File: config.mk
export PLATFORM = sky130hd
export DESIGN_NAME = sfc_chan
export DESIGN_NICKNAME = d
export VERILOG_FILES = /design/src/rtl/sfc_pkg.sv /design/src/rtl/sfc_regs.sv /design/src/rtl/sfc_burst.sv /design/src/rtl/sfc_seq.sv /design/src/rtl/sfc_chan.sv
export SDC_FILE = /design/constraint.sdc
export NUM_CORES = 2
export LEC_CHECK = 0
export ABC_AREA = 1
export BUFFER_PORTS_ARGS = -buffer_cell sky130_fd_sc_hd__buf_2
export CORE_ASPECT_RATIO = 1.1
export CORE_UTILIZATION = 57
export DETAILED_ROUTE_END_ITERATION = 7
export MAX_ROUTING_LAYER = met4
export PLACE_DENSITY = 0.77
export SYNTH_ARGS = -nofsm -noshare
export SYNTH_HDL_FRONTEND = slang
export SYNTH_SLANG_ARGS = --single-unit
export TNS_END_PERCENT = 30
File: constraint.sdc
create_clock -name clk_i -period 10.85 [get_ports clk_i]
set_input_delay 0 -clock clk_i [delete_from_list [all_inputs] [get_ports clk_i]]
set_output_delay 0 -clock clk_i [all_outputs]
set_load 0.005 [all_outputs]
File: src/rtl/sfc_pkg.sv
package sfc_pkg;

  typedef enum logic [1:0] {
    CMD_RD  = 2'd0,
    CMD_WR  = 2'd1,
    CMD_CAS = 2'd2
  } bus_cmd_e;

  typedef enum logic [4:0] {
    S_IDLE,
    S_TK_REQ,  S_TK_RSP,
    S_CAS_REQ, S_CAS_RSP,
    S_LK_REQ,  S_LK_RSP,
    S_ST_REQ,  S_ST_RSP,
    S_CALC,
    S_DAT_REQ, S_DAT_RSP,
    S_SW_REQ,  S_SW_RSP,
    S_REL_REQ, S_REL_RSP,
    S_ERR
  } seq_st_e;

  localparam logic [2:0] REG_DIR  = 3'd0;
  localparam logic [2:0] REG_BASE = 3'd1;
  localparam logic [2:0] REG_SIZE = 3'd2;
  localparam logic [2:0] REG_DESC = 3'd3;
  localparam logic [2:0] REG_LOCK = 3'd4;
  localparam logic [2:0] REG_RUN  = 3'd5;

  localparam int unsigned STATUS_WORDS = 3;

endpackage

File: src/rtl/sfc_regs.sv
module sfc_regs
  import sfc_pkg::*;
#(
  parameter int unsigned DW = 32
) (
  input  logic          clk_i,
  input  logic          rst_ni,
  input  logic          we_i,
  input  logic [2:0]    addr_i,
  input  logic [DW-1:0] wdata_i,
  output logic          dir_o,
  output logic [DW-1:0] base_o,
  output logic [DW-1:0] size_o,
  output logic [DW-1:0] desc_o,
  output logic [DW-1:0] lock_o,
  output logic          run_o
);

  always_ff @(posedge clk_i or negedge rst_ni) begin
    if (!rst_ni) begin
      dir_o  <= 1'b0;
      base_o <= '0;
      size_o <= '0;
      desc_o <= '0;
      lock_o <= '0;
      run_o  <= 1'b0;
    end else if (we_i) begin
      unique case (addr_i)
        REG_DIR:  dir_o  <= wdata_i[0];
        REG_BASE: base_o <= wdata_i;
        REG_SIZE: size_o <= wdata_i;
        REG_DESC: desc_o <= wdata_i;
        REG_LOCK: lock_o <= wdata_i;
        REG_RUN:  run_o  <= (wdata_i != '0);
        default: ;
      endcase
    end
  end

endmodule

File: src/rtl/sfc_burst.sv
module sfc_burst #(
  parameter int unsigned DW = 32,
  parameter int unsigned LW = 16
) (
  input  logic          dir_i,
  input  logic [DW-1:0] size_i,
  input  logic [DW-1:0] rd_idx_i,
  input  logic [DW-1:0] wr_idx_i,
  input  logic [DW-1:0] cnt_i,
  input  logic [LW-1:0] level_i,
  input  logic [LW-1:0] n_i,
  output logic [LW-1:0] n_o,
  output logic [DW-1:0] nxt_idx_o,
  output logic [DW-1:0] nxt_cnt_o
);

  logic [DW-1:0] idx, room, to_wrap, lvl_ext, m1, m2, n_ext, sum;

  assign idx     = dir_i ? wr_idx_i : rd_idx_i;
  assign lvl_ext = DW'(level_i);

  always_comb begin
    if (dir_i) room = (cnt_i >= size_i) ? '0 : size_i - cnt_i;
    else       room = cnt_i;
    to_wrap = (idx >= size_i) ? '0 : size_i - idx;
    m1      = (room < to_wrap) ? room : to_wrap;
    m2      = (m1 < lvl_ext) ? m1 : lvl_ext;
  end

  assign n_o = m2[LW-1:0];

  // index advance uses the latched burst length
  assign n_ext     = DW'(n_i);
  assign sum       = idx + n_ext;
  assign nxt_idx_o = (sum >= size_i) ? sum - size_i : sum;
  assign nxt_cnt_o = dir_i ? cnt_i + n_ext : cnt_i - n_ext;

endmodule

File: src/rtl/sfc_seq.sv
module sfc_seq
  import sfc_pkg::*;
#(
  parameter int unsigned DW = 32,
  parameter int unsigned LW = 16
) (
  input  logic          clk_i,
  input  logic          rst_ni,
  input  logic          run_i,
  input  logic          dir_i,
  input  logic [DW-1:0] base_i,
  input  logic [DW-1:0] desc_i,
  input  logic [DW-1:0] lock_i,
  input  logic [LW-1:0] n_calc_i,
  input  logic [DW-1:0] nxt_idx_i,
  input  logic [DW-1:0] nxt_cnt_i,
  output logic [DW-1:0] rd_idx_o,
  output logic [DW-1:0] wr_idx_o,
  output logic [DW-1:0] cnt_o,
  output logic [LW-1:0] n_o,
  output logic          req_valid_o,
  input  logic          req_ready_i,
  output logic [1:0]    req_cmd_o,
  output logic [DW-1:0] req_addr_o,
  output logic [DW-1:0] req_wdata_o,
  output logic [DW-1:0] req_cmp_o,
  output logic [LW-1:0] req_len_o,
  output logic          req_last_o,
  input  logic          rsp_valid_i,
  input  logic [DW-1:0] rsp_data_i,
  input  logic          rsp_err_i,
  input  logic [DW-1:0] cop_rdata_i,
  output logic          cop_pop_o,
  output logic [DW-1:0] cop_wdata_o,
  output logic          cop_push_o,
  output logic          irq_o
);

  seq_st_e       state_q, state_d;
  logic [DW-1:0] ticket_q, rd_q, wr_q, cnt_q;
  logic [LW-1:0] n_q, beat_q;
  logic          hs, rsp_ok, rsp_bad, wait_st, last_beat;

  assign hs        = req_valid_o && req_ready_i;
  assign rsp_ok    = rsp_valid_i && !rsp_err_i;
  assign last_beat = (beat_q == n_q - LW'(1));

  always_comb begin
    unique case (state_q)
      S_TK_RSP, S_CAS_RSP, S_LK_RSP, S_ST_RSP,
      S_DAT_RSP, S_SW_RSP, S_REL_RSP: wait_st = 1'b1;
      default:                        wait_st = 1'b0;
    endcase
  end
  assign rsp_bad = wait_st && rsp_valid_i && rsp_err_i;

  // request drive
  always_comb begin
    req_valid_o = 1'b0;
    req_cmd_o   = CMD_RD;
    req_addr_o  = '0;
    req_wdata_o = '0;
    req_cmp_o   = '0;
    req_len_o   = LW'(1);
    req_last_o  = 1'b1;
    unique case (state_q)
      S_TK_REQ: begin
        req_valid_o = 1'b1;
        req_addr_o  = lock_i + DW'(1);
      end
      S_CAS_REQ: begin
        req_valid_o = 1'b1;
        req_cmd_o   = CMD_CAS;
        req_addr_o  = lock_i + DW'(1);
        req_cmp_o   = ticket_q;
        req_wdata_o = ticket_q + DW'(1);
      end
      S_LK_REQ: begin
        req_valid_o = 1'b1;
        req_addr_o  = lock_i;
      end
      S_ST_REQ: begin
        req_valid_o = 1'b1;
        req_addr_o  = desc_i;
        req_len_o   = LW'(STATUS_WORDS);
      end
      S_DAT_REQ: begin
        req_valid_o = 1'b1;
        req_len_o   = n_q;
        if (dir_i) begin
          req_cmd_o   = CMD_WR;
          req_addr_o  = base_i + wr_q + DW'(beat_q);
          req_wdata_o = cop_rdata_i;
          req_last_o  = last_beat;
        end else begin
          req_addr_o  = base_i + rd_q;
        end
      end
      S_SW_REQ: begin
        req_valid_o = 1'b1;
        req_cmd_o   = CMD_WR;
        req_addr_o  = desc_i + DW'(beat_q);
        req_len_o   = LW'(STATUS_WORDS);
        req_last_o  = (beat_q == LW'(STATUS_WORDS - 1));
        unique case (beat_q[1:0])
          2'd0:    req_wdata_o = rd_q;
          2'd1:    req_wdata_o = wr_q;
          default: req_wdata_o = cnt_q;
        endcase
      end
      S_REL_REQ: begin
        req_valid_o = 1'b1;
        req_cmd_o   = CMD_WR;
        req_addr_o  = lock_i;
        req_wdata_o = ticket_q + DW'(1);
      end
      default: ;
    endcase
  end

  assign cop_pop_o   = (state_q == S_DAT_REQ) && dir_i && req_ready_i;
  assign cop_push_o  = (state_q == S_DAT_RSP) && !dir_i && rsp_ok;
  assign cop_wdata_o = rsp_data_i;
  assign irq_o       = (state_q == S_ERR);

  // next state
  always_comb begin
    state_d = state_q;
    if (rsp_bad) begin
      state_d = S_ERR;
    end else begin
      unique case (state_q)
        S_IDLE:    if (run_i) state_d = S_TK_REQ;
        S_TK_REQ:  if (hs) state_d = S_TK_RSP;
        S_TK_RSP:  if (rsp_ok) state_d = S_CAS_REQ;
        S_CAS_REQ: if (hs) state_d = S_CAS_RSP;
        S_CAS_RSP: if (rsp_ok) state_d = (rsp_data_i == ticket_q) ? S_LK_REQ : S_TK_REQ;
        S_LK_REQ:  if (hs) state_d = S_LK_RSP;
        S_LK_RSP:  if (rsp_ok) state_d = (rsp_data_i == ticket_q) ? S_ST_REQ : S_LK_REQ;
        S_ST_REQ:  if (hs) state_d = S_ST_RSP;
        S_ST_RSP:  if (rsp_ok && beat_q == LW'(STATUS_WORDS - 1)) state_d = S_CALC;
        S_CALC:    state_d = (n_calc_i == '0) ? S_REL_REQ : S_DAT_REQ;
        S_DAT_REQ: if (hs && (!dir_i || last_beat)) state_d = S_DAT_RSP;
        S_DAT_RSP: if (rsp_ok && (dir_i || last_beat)) state_d = S_SW_REQ;
        S_SW_REQ:  if (hs && req_last_o) state_d = S_SW_RSP;
        S_SW_RSP:  if (rsp_ok) state_d = S_REL_REQ;
        S_REL_REQ: if (hs) state_d = S_REL_RSP;
        S_REL_RSP: if (rsp_ok) state_d = run_i ? S_TK_REQ : S_IDLE;
        S_ERR:     if (!run_i) state_d = S_IDLE;
        default:   state_d = S_IDLE;
      endcase
    end
  end

  always_ff @(posedge clk_i or negedge rst_ni) begin
    if (!rst_ni) begin
      state_q  <= S_IDLE;
      ticket_q <= '0;
      rd_q     <= '0;
      wr_q     <= '0;
      cnt_q    <= '0;
      n_q      <= '0;
      beat_q   <= '0;
    end else begin
      state_q <= state_d;
      if (state_q == S_TK_RSP && rsp_ok) ticket_q <= rsp_data_i;
      if (state_q == S_LK_RSP) beat_q <= '0;
      if (state_q == S_ST_RSP && rsp_ok && !rsp_bad) begin
        unique case (beat_q[1:0])
          2'd0:    rd_q  <= rsp_data_i;
          2'd1:    wr_q  <= rsp_data_i;
          default: cnt_q <= rsp_data_i;
        endcase
        beat_q <= (beat_q == LW'(STATUS_WORDS - 1)) ? '0 : beat_q + LW'(1);
      end
      if (state_q == S_CALC) begin
        n_q    <= n_calc_i;
        beat_q <= '0;
      end
      if (state_q == S_DAT_REQ && hs && dir_i)
        beat_q <= last_beat ? '0 : beat_q + LW'(1);
      if (state_q == S_DAT_RSP && rsp_ok) begin
        if (!dir_i) beat_q <= last_beat ? '0 : beat_q + LW'(1);
        if (dir_i || last_beat) begin
          if (dir_i) wr_q <= nxt_idx_i;
          else       rd_q <= nxt_idx_i;
          cnt_q <= nxt_cnt_i;
        end
      end
      if (state_q == S_SW_REQ && hs)
        beat_q <= req_last_o ? '0 : beat_q + LW'(1);
    end
  end

  assign rd_idx_o = rd_q;
  assign wr_idx_o = wr_q;
  assign cnt_o    = cnt_q;
  assign n_o      = n_q;

  p_hold_req_r12: assert property (@(posedge clk_i) disable iff (!rst_ni)
    req_valid_o && !req_ready_i |=> req_valid_o && $stable(req_addr_o) && $stable(req_cmd_o));

  p_err_irq_r11: assert property (@(posedge clk_i) disable iff (!rst_ni)
    wait_st && rsp_valid_i && rsp_err_i |=> irq_o);

  p_err_quiet_r11: assert property (@(posedge clk_i) disable iff (!rst_ni)
    irq_o |-> !req_valid_o && !cop_pop_o);

  p_stop_idle_r10: assert property (@(posedge clk_i) disable iff (!rst_ni)
    (state_q == S_REL_RSP) && rsp_ok && !run_i |=> (state_q == S_IDLE) && !req_valid_o);

  p_spin_lock_r5: assert property (@(posedge clk_i) disable iff (!rst_ni)
    (state_q == S_LK_RSP) && rsp_ok && (rsp_data_i != ticket_q) |=> (state_q == S_LK_REQ));

  p_cas_retry_r4: assert property (@(posedge clk_i) disable iff (!rst_ni)
    (state_q == S_CAS_RSP) && rsp_ok && (rsp_data_i != ticket_q) |=> (state_q == S_TK_REQ));

endmodule

File: src/rtl/sfc_chan.sv
module sfc_chan
  import sfc_pkg::*;
#(
  parameter int unsigned DW = 32,
  parameter int unsigned LW = 16
) (
  input  logic          clk_i,
  input  logic          rst_ni,
  input  logic          cfg_we_i,
  input  logic [2:0]    cfg_addr_i,
  input  logic [DW-1:0] cfg_wdata_i,
  output logic          req_valid_o,
  input  logic          req_ready_i,
  output logic [1:0]    req_cmd_o,
  output logic [DW-1:0] req_addr_o,
  output logic [DW-1:0] req_wdata_o,
  output logic [DW-1:0] req_cmp_o,
  output logic [LW-1:0] req_len_o,
  output logic          req_last_o,
  input  logic          rsp_valid_i,
  input  logic [DW-1:0] rsp_data_i,
  input  logic          rsp_err_i,
  input  logic [LW-1:0] cop_level_i,
  input  logic [DW-1:0] cop_rdata_i,
  output logic          cop_pop_o,
  output logic [DW-1:0] cop_wdata_o,
  output logic          cop_push_o,
  output logic          irq_o
);

  logic          dir, run;
  logic [DW-1:0] base, size, desc, lock;
  logic [DW-1:0] rd_idx, wr_idx, cnt, nxt_idx, nxt_cnt;
  logic [LW-1:0] n_calc, n_held;

  sfc_regs #(.DW(DW)) u_regs (
    .clk_i   (clk_i),
    .rst_ni  (rst_ni),
    .we_i    (cfg_we_i),
    .addr_i  (cfg_addr_i),
    .wdata_i (cfg_wdata_i),
    .dir_o   (dir),
    .base_o  (base),
    .size_o  (size),
    .desc_o  (desc),
    .lock_o  (lock),
    .run_o   (run)
  );

  sfc_burst #(.DW(DW), .LW(LW)) u_burst (
    .dir_i     (dir),
    .size_i    (size),
    .rd_idx_i  (rd_idx),
    .wr_idx_i  (wr_idx),
    .cnt_i     (cnt),
    .level_i   (cop_level_i),
    .n_i       (n_held),
    .n_o       (n_calc),
    .nxt_idx_o (nxt_idx),
    .nxt_cnt_o (nxt_cnt)
  );

  sfc_seq #(.DW(DW), .LW(LW)) u_seq (
    .clk_i       (clk_i),
    .rst_ni      (rst_ni),
    .run_i       (run),
    .dir_i       (dir),
    .base_i      (base),
    .desc_i      (desc),
    .lock_i      (lock),
    .n_calc_i    (n_calc),
    .nxt_idx_i   (nxt_idx),
    .nxt_cnt_i   (nxt_cnt),
    .rd_idx_o    (rd_idx),
    .wr_idx_o    (wr_idx),
    .cnt_o       (cnt),
    .n_o         (n_held),
    .req_valid_o (req_valid_o),
    .req_ready_i (req_ready_i),
    .req_cmd_o   (req_cmd_o),
    .req_addr_o  (req_addr_o),
    .req_wdata_o (req_wdata_o),
    .req_cmp_o   (req_cmp_o),
    .req_len_o   (req_len_o),
    .req_last_o  (req_last_o),
    .rsp_valid_i (rsp_valid_i),
    .rsp_data_i  (rsp_data_i),
    .rsp_err_i   (rsp_err_i),
    .cop_rdata_i (cop_rdata_i),
    .cop_pop_o   (cop_pop_o),
    .cop_wdata_o (cop_wdata_o),
    .cop_push_o  (cop_push_o),
    .irq_o       (irq_o)
  );

endmodule

==> flow_summary_export.csv <==
group,metric,value,unit
timing,finClkSkew,29.75,ps
grt,antenna_found_initial,1,
timing,final-setup-viol-count,0,
clocking,cts_tree,"built",
timing,whs,44.06,ps
timing,rsz0062_at_grt,"false",
timing,max_freq,0.1177,GHz
power_and_ir_drop,internal_power,5.088,mW
synthesis,synth_most_common_cell,"nand2_1",
setup_path,ff2ff_setup_slack,2350,ps
synthesis,yosysSeqAreaShare,0.2345,
synthesis,synth.largest_area_cell,"dfrtp_1",
setup_path,r2r_end,"u_seq.state_q[2]",
setup_path,path_max_fanout,69,
synthesis,postSynthCellCount,4757,
floorplan,die_h,248.5,µm
synthesis,avgSynthCellArea,6.618,µm²
timing,min_period_over_period,0.7831,
setup_path,slowest_delay,920,ps
synthesis,ys_warn_count,0,
drt,routed_wirelength,127700,µm
clocking,path_clk_slew,70,ps
grt,grt_max_degree,108,
outcome,status,"completed",
flow_run,cap_viol_max_count,0,
power_and_ir_drop,ir_worst_vdd,0.0001704,V
layout,regArea,7386,µm²
setup_path,crit_start,"u_regs.dir_o",
clocking,cts_hold_buffers,91,
drt,initialDrtViolationCount,3845,
drt,vias,35140,
clocking,insertion_delay,580,ps
power_and_ir_drop,p_sw,6.343,mW
synthesis,synthArstFlopShare,1.000,
floorplan,pin_count,272,
drt,dr_wl_met2,53700,µm
place,gp_congestion,1.096,
synthesis,synth_seq_cells,295,
synthesis,synthTopCellsByCount,"nand2_1, inv_1, o21ai_0",
timing,min_period,8497,ps
floorplan,core-area,54120,µm²
drt,wl_met3,15250,µm
clocking,cts-resized-gates,0,
drt,drt.antenna.violating_nets,0,
setup_path,crit_type,"flop to flop",
clocking,clock-sinks,295,
power_and_ir_drop,sequentialPowerShare,0.187,
power_and_ir_drop,pwr-share-comb,0.695,
drt,drt-met1-wl,50950,µm
power_and_ir_drop,p_sw_frac,0.5549,
setup_path,crit_top_cell,"nand2_1",
power_and_ir_drop,p_leak,17.88,nW
timing,slew_headroom,0.1990,
power_and_ir_drop,pwr-share-clk,0.118,
floorplan,start_util,0.5817,
drt,drcViolationCount,0,
synthesis,synth_edf_count,0,
clocking,h-tree-depth,2,
setup_path,crit_path_end_kind,"flop",
setup_path,cp.arrival,8950,ps
layout,areaGrowthSynthToFinish,12.52,%
grt,grt_pass1_wl,189800,µm
floorplan,rows,89,
synthesis,syn-num-nets,5191,
synthesis,synth_cell_types,72,
setup_path,path_delay_family,"simple AND/OR/NAND/NOR gates",
layout,fin_nets,5439,
setup_path,startpoint_type,"flop",
drt,top_layer,"met4",
clocking,cts_made_buffers,35,
timing,setup_tns,0,ps
layout,fillers,5034,
drt,vias_per_cell,6.099,
setup_path,cpMaxStageDelayCell,"dfrtp_4",
drt,post_drt_wl_per_cell,22.17,µm
grt,grtUsageTotal,0.4573,
place,port_buffers,271,
synthesis,synth_top_area_share,0.2345,
floorplan,die-area,56180,µm²
synthesis,netlist_area,31480,µm²
layout,drive_gt1_frac,0.09519,
grt,global_route.overflow_total,0,
setup_path,worstPathRequired,11300,ps
setup_path,cp_num_cells,40,
synthesis,synth_ff_type,"dfrtp_1",
clocking,cts_buffer_depth,3,
drt,first_pass_iters,7,
clocking,post-cts-setup-buffers,0,
setup_path,rr_startpoint,"u_regs.dir_o",
floorplan,die_w,226.1,µm
setup_path,path_buf_inv,4,
clocking,ctsRootBufferMaster,"clkbuf_16",
synthesis,synthTopCellsByArea,"dfrtp_1, nand2_1, ha_1, o21ai_0, inv_1",
timing,hold_violations,0,
setup_path,worstRegToRegCells,40,
worst_hold_path,hp-class,"input pin to asynchronous set/reset pin",
place,dp_hpwl,100500,µm
timing,maxSlewViolCount,0,
power_and_ir_drop,p_per_area,322.7,nW/µm²
power_and_ir_drop,finalPower,11.43,mW
timing,worst_pin_slew,1200,ps
layout,multi_input_area,20900,µm²
grt,grt_pass1_vias,32220,
worst max-delay path by stage:
stage                                  end  slack, ps
after floorplan           u_seq.state_q[2]       3870
after global placement    u_seq.state_q[2]       2760
after detailed placement  u_seq.state_q[2]       2540
after CTS                 u_seq.state_q[2]       2500
after global routing      u_seq.state_q[2]       1560
final                     u_seq.state_q[2]       2350
stage by stage:
step                      cell area (µm²)  worst slack (ps)    util  cells
final                               35420              2353  0.6545   5761
after global routing                35420              1561  0.6545   5761
after CTS                           35420              2502  0.6545   5760
after detailed placement            33240              2539  0.6141   5605
after global placement              33240              2755  0.6141   5605
after floorplan                     31480              3868       -   4757
power by group through the flow:
| stage | Sequential [mW] | Combinational (mW) | Clock (mW) |
|---|---|---|---|
| after floorplan | 1.75 | 5.77 | 0 |
| after global placement | 2.09 | 7.58 | 0 |
| after detailed placement | 2.10 | 7.66 | 0 |
| after CTS | 2.08 | 7.74 | 1.34 |
| after global routing | 2.14 | 8.85 | 1.38 |
| final | 2.14 | 7.95 | 1.34 |
sequential cells by signal, summed over array words and instances, names as in the netlist:
signal          count
u_regs.desc_o      32
u_regs.lock_o      32
u_seq.ticket_q     32
u_regs.run_o        1
u_seq.state_q       5
u_seq.wr_idx_o     32
u_seq.cnt_o        32
u_seq.rd_idx_o     32
u_regs.base_o      32
u_seq.n_o          16
u_seq.beat_q       16
u_regs.dir_o        1
u_regs.size_o      32
cell usage in the layout, fill, tap and decap left out, types with 8 or more instances in the layout:
cell / n
or2_2: 42
dlygate4sd3_1: 91
nand3b_1: 8
xor2_1: 105
o221ai_1: 20
ha_1: 289
nand3_1: 201
buf_4: 35
xnor2_1: 67
o22ai_1: 20
a21o_1: 10
o2111ai_1: 19
nor2_2: 12
a21oi_1: 387
nor3_1: 42
a221oi_1: 10
nor4_1: 34
a211oi_1: 11
o21ai_1: 45
a22oi_1: 25
o21ai_0: 581
nor2_1: 317
inv_1: 631
o21a_1: 12
o21bai_1: 20
clkbuf_16: 36
nand2_1: 1051
nand2_2: 15
dfrtp_1: 294
o211ai_1: 85
a31oi_1: 31
nand4_1: 65
fa_1: 24
buf_2: 270
nor3_2: 8
per-layer routing:
metal / GRT usage / vias to the layer above
li1: - / 16520
met2: 0.6604 / 2050
met5: - / -
met4: 0.2373 / 0
met1: 0.5953 / 16190
met3: 0.1013 / 381
cell families (layout without fill, tap and decap cells):
logic type | after synthesis | in the layout | share of synthesized area
simple gates | 1825 | 1825 | 0.2471
compound gates | 1316 | 1316 | 0.2348
mux | 7 | 7 | 0.002226
other cells | 0 | 1 | 0
xor+xnor | 172 | 172 | 0.04785
buf+inv | 829 | 1104 | 0.1034
flops | 295 | 295 | 0.2345
fa+ha+maj | 313 | 313 | 0.1301
area by class of cell:
class | instances | area share
Multi-Input combinational cell | 3633 | 0.5900
Sequential cell | 295 | 0.2085
Timing Repair Buffer | 397 | 0.07171
Inverter | 643 | 0.06814
Clock buffer | 43 | 0.02702
Tap cell | 728 | 0.02572
Clock inverter | 21 | 0.008866
Antenna cell | 1 | 0.00007065
(Power assumes the default switching activity.)
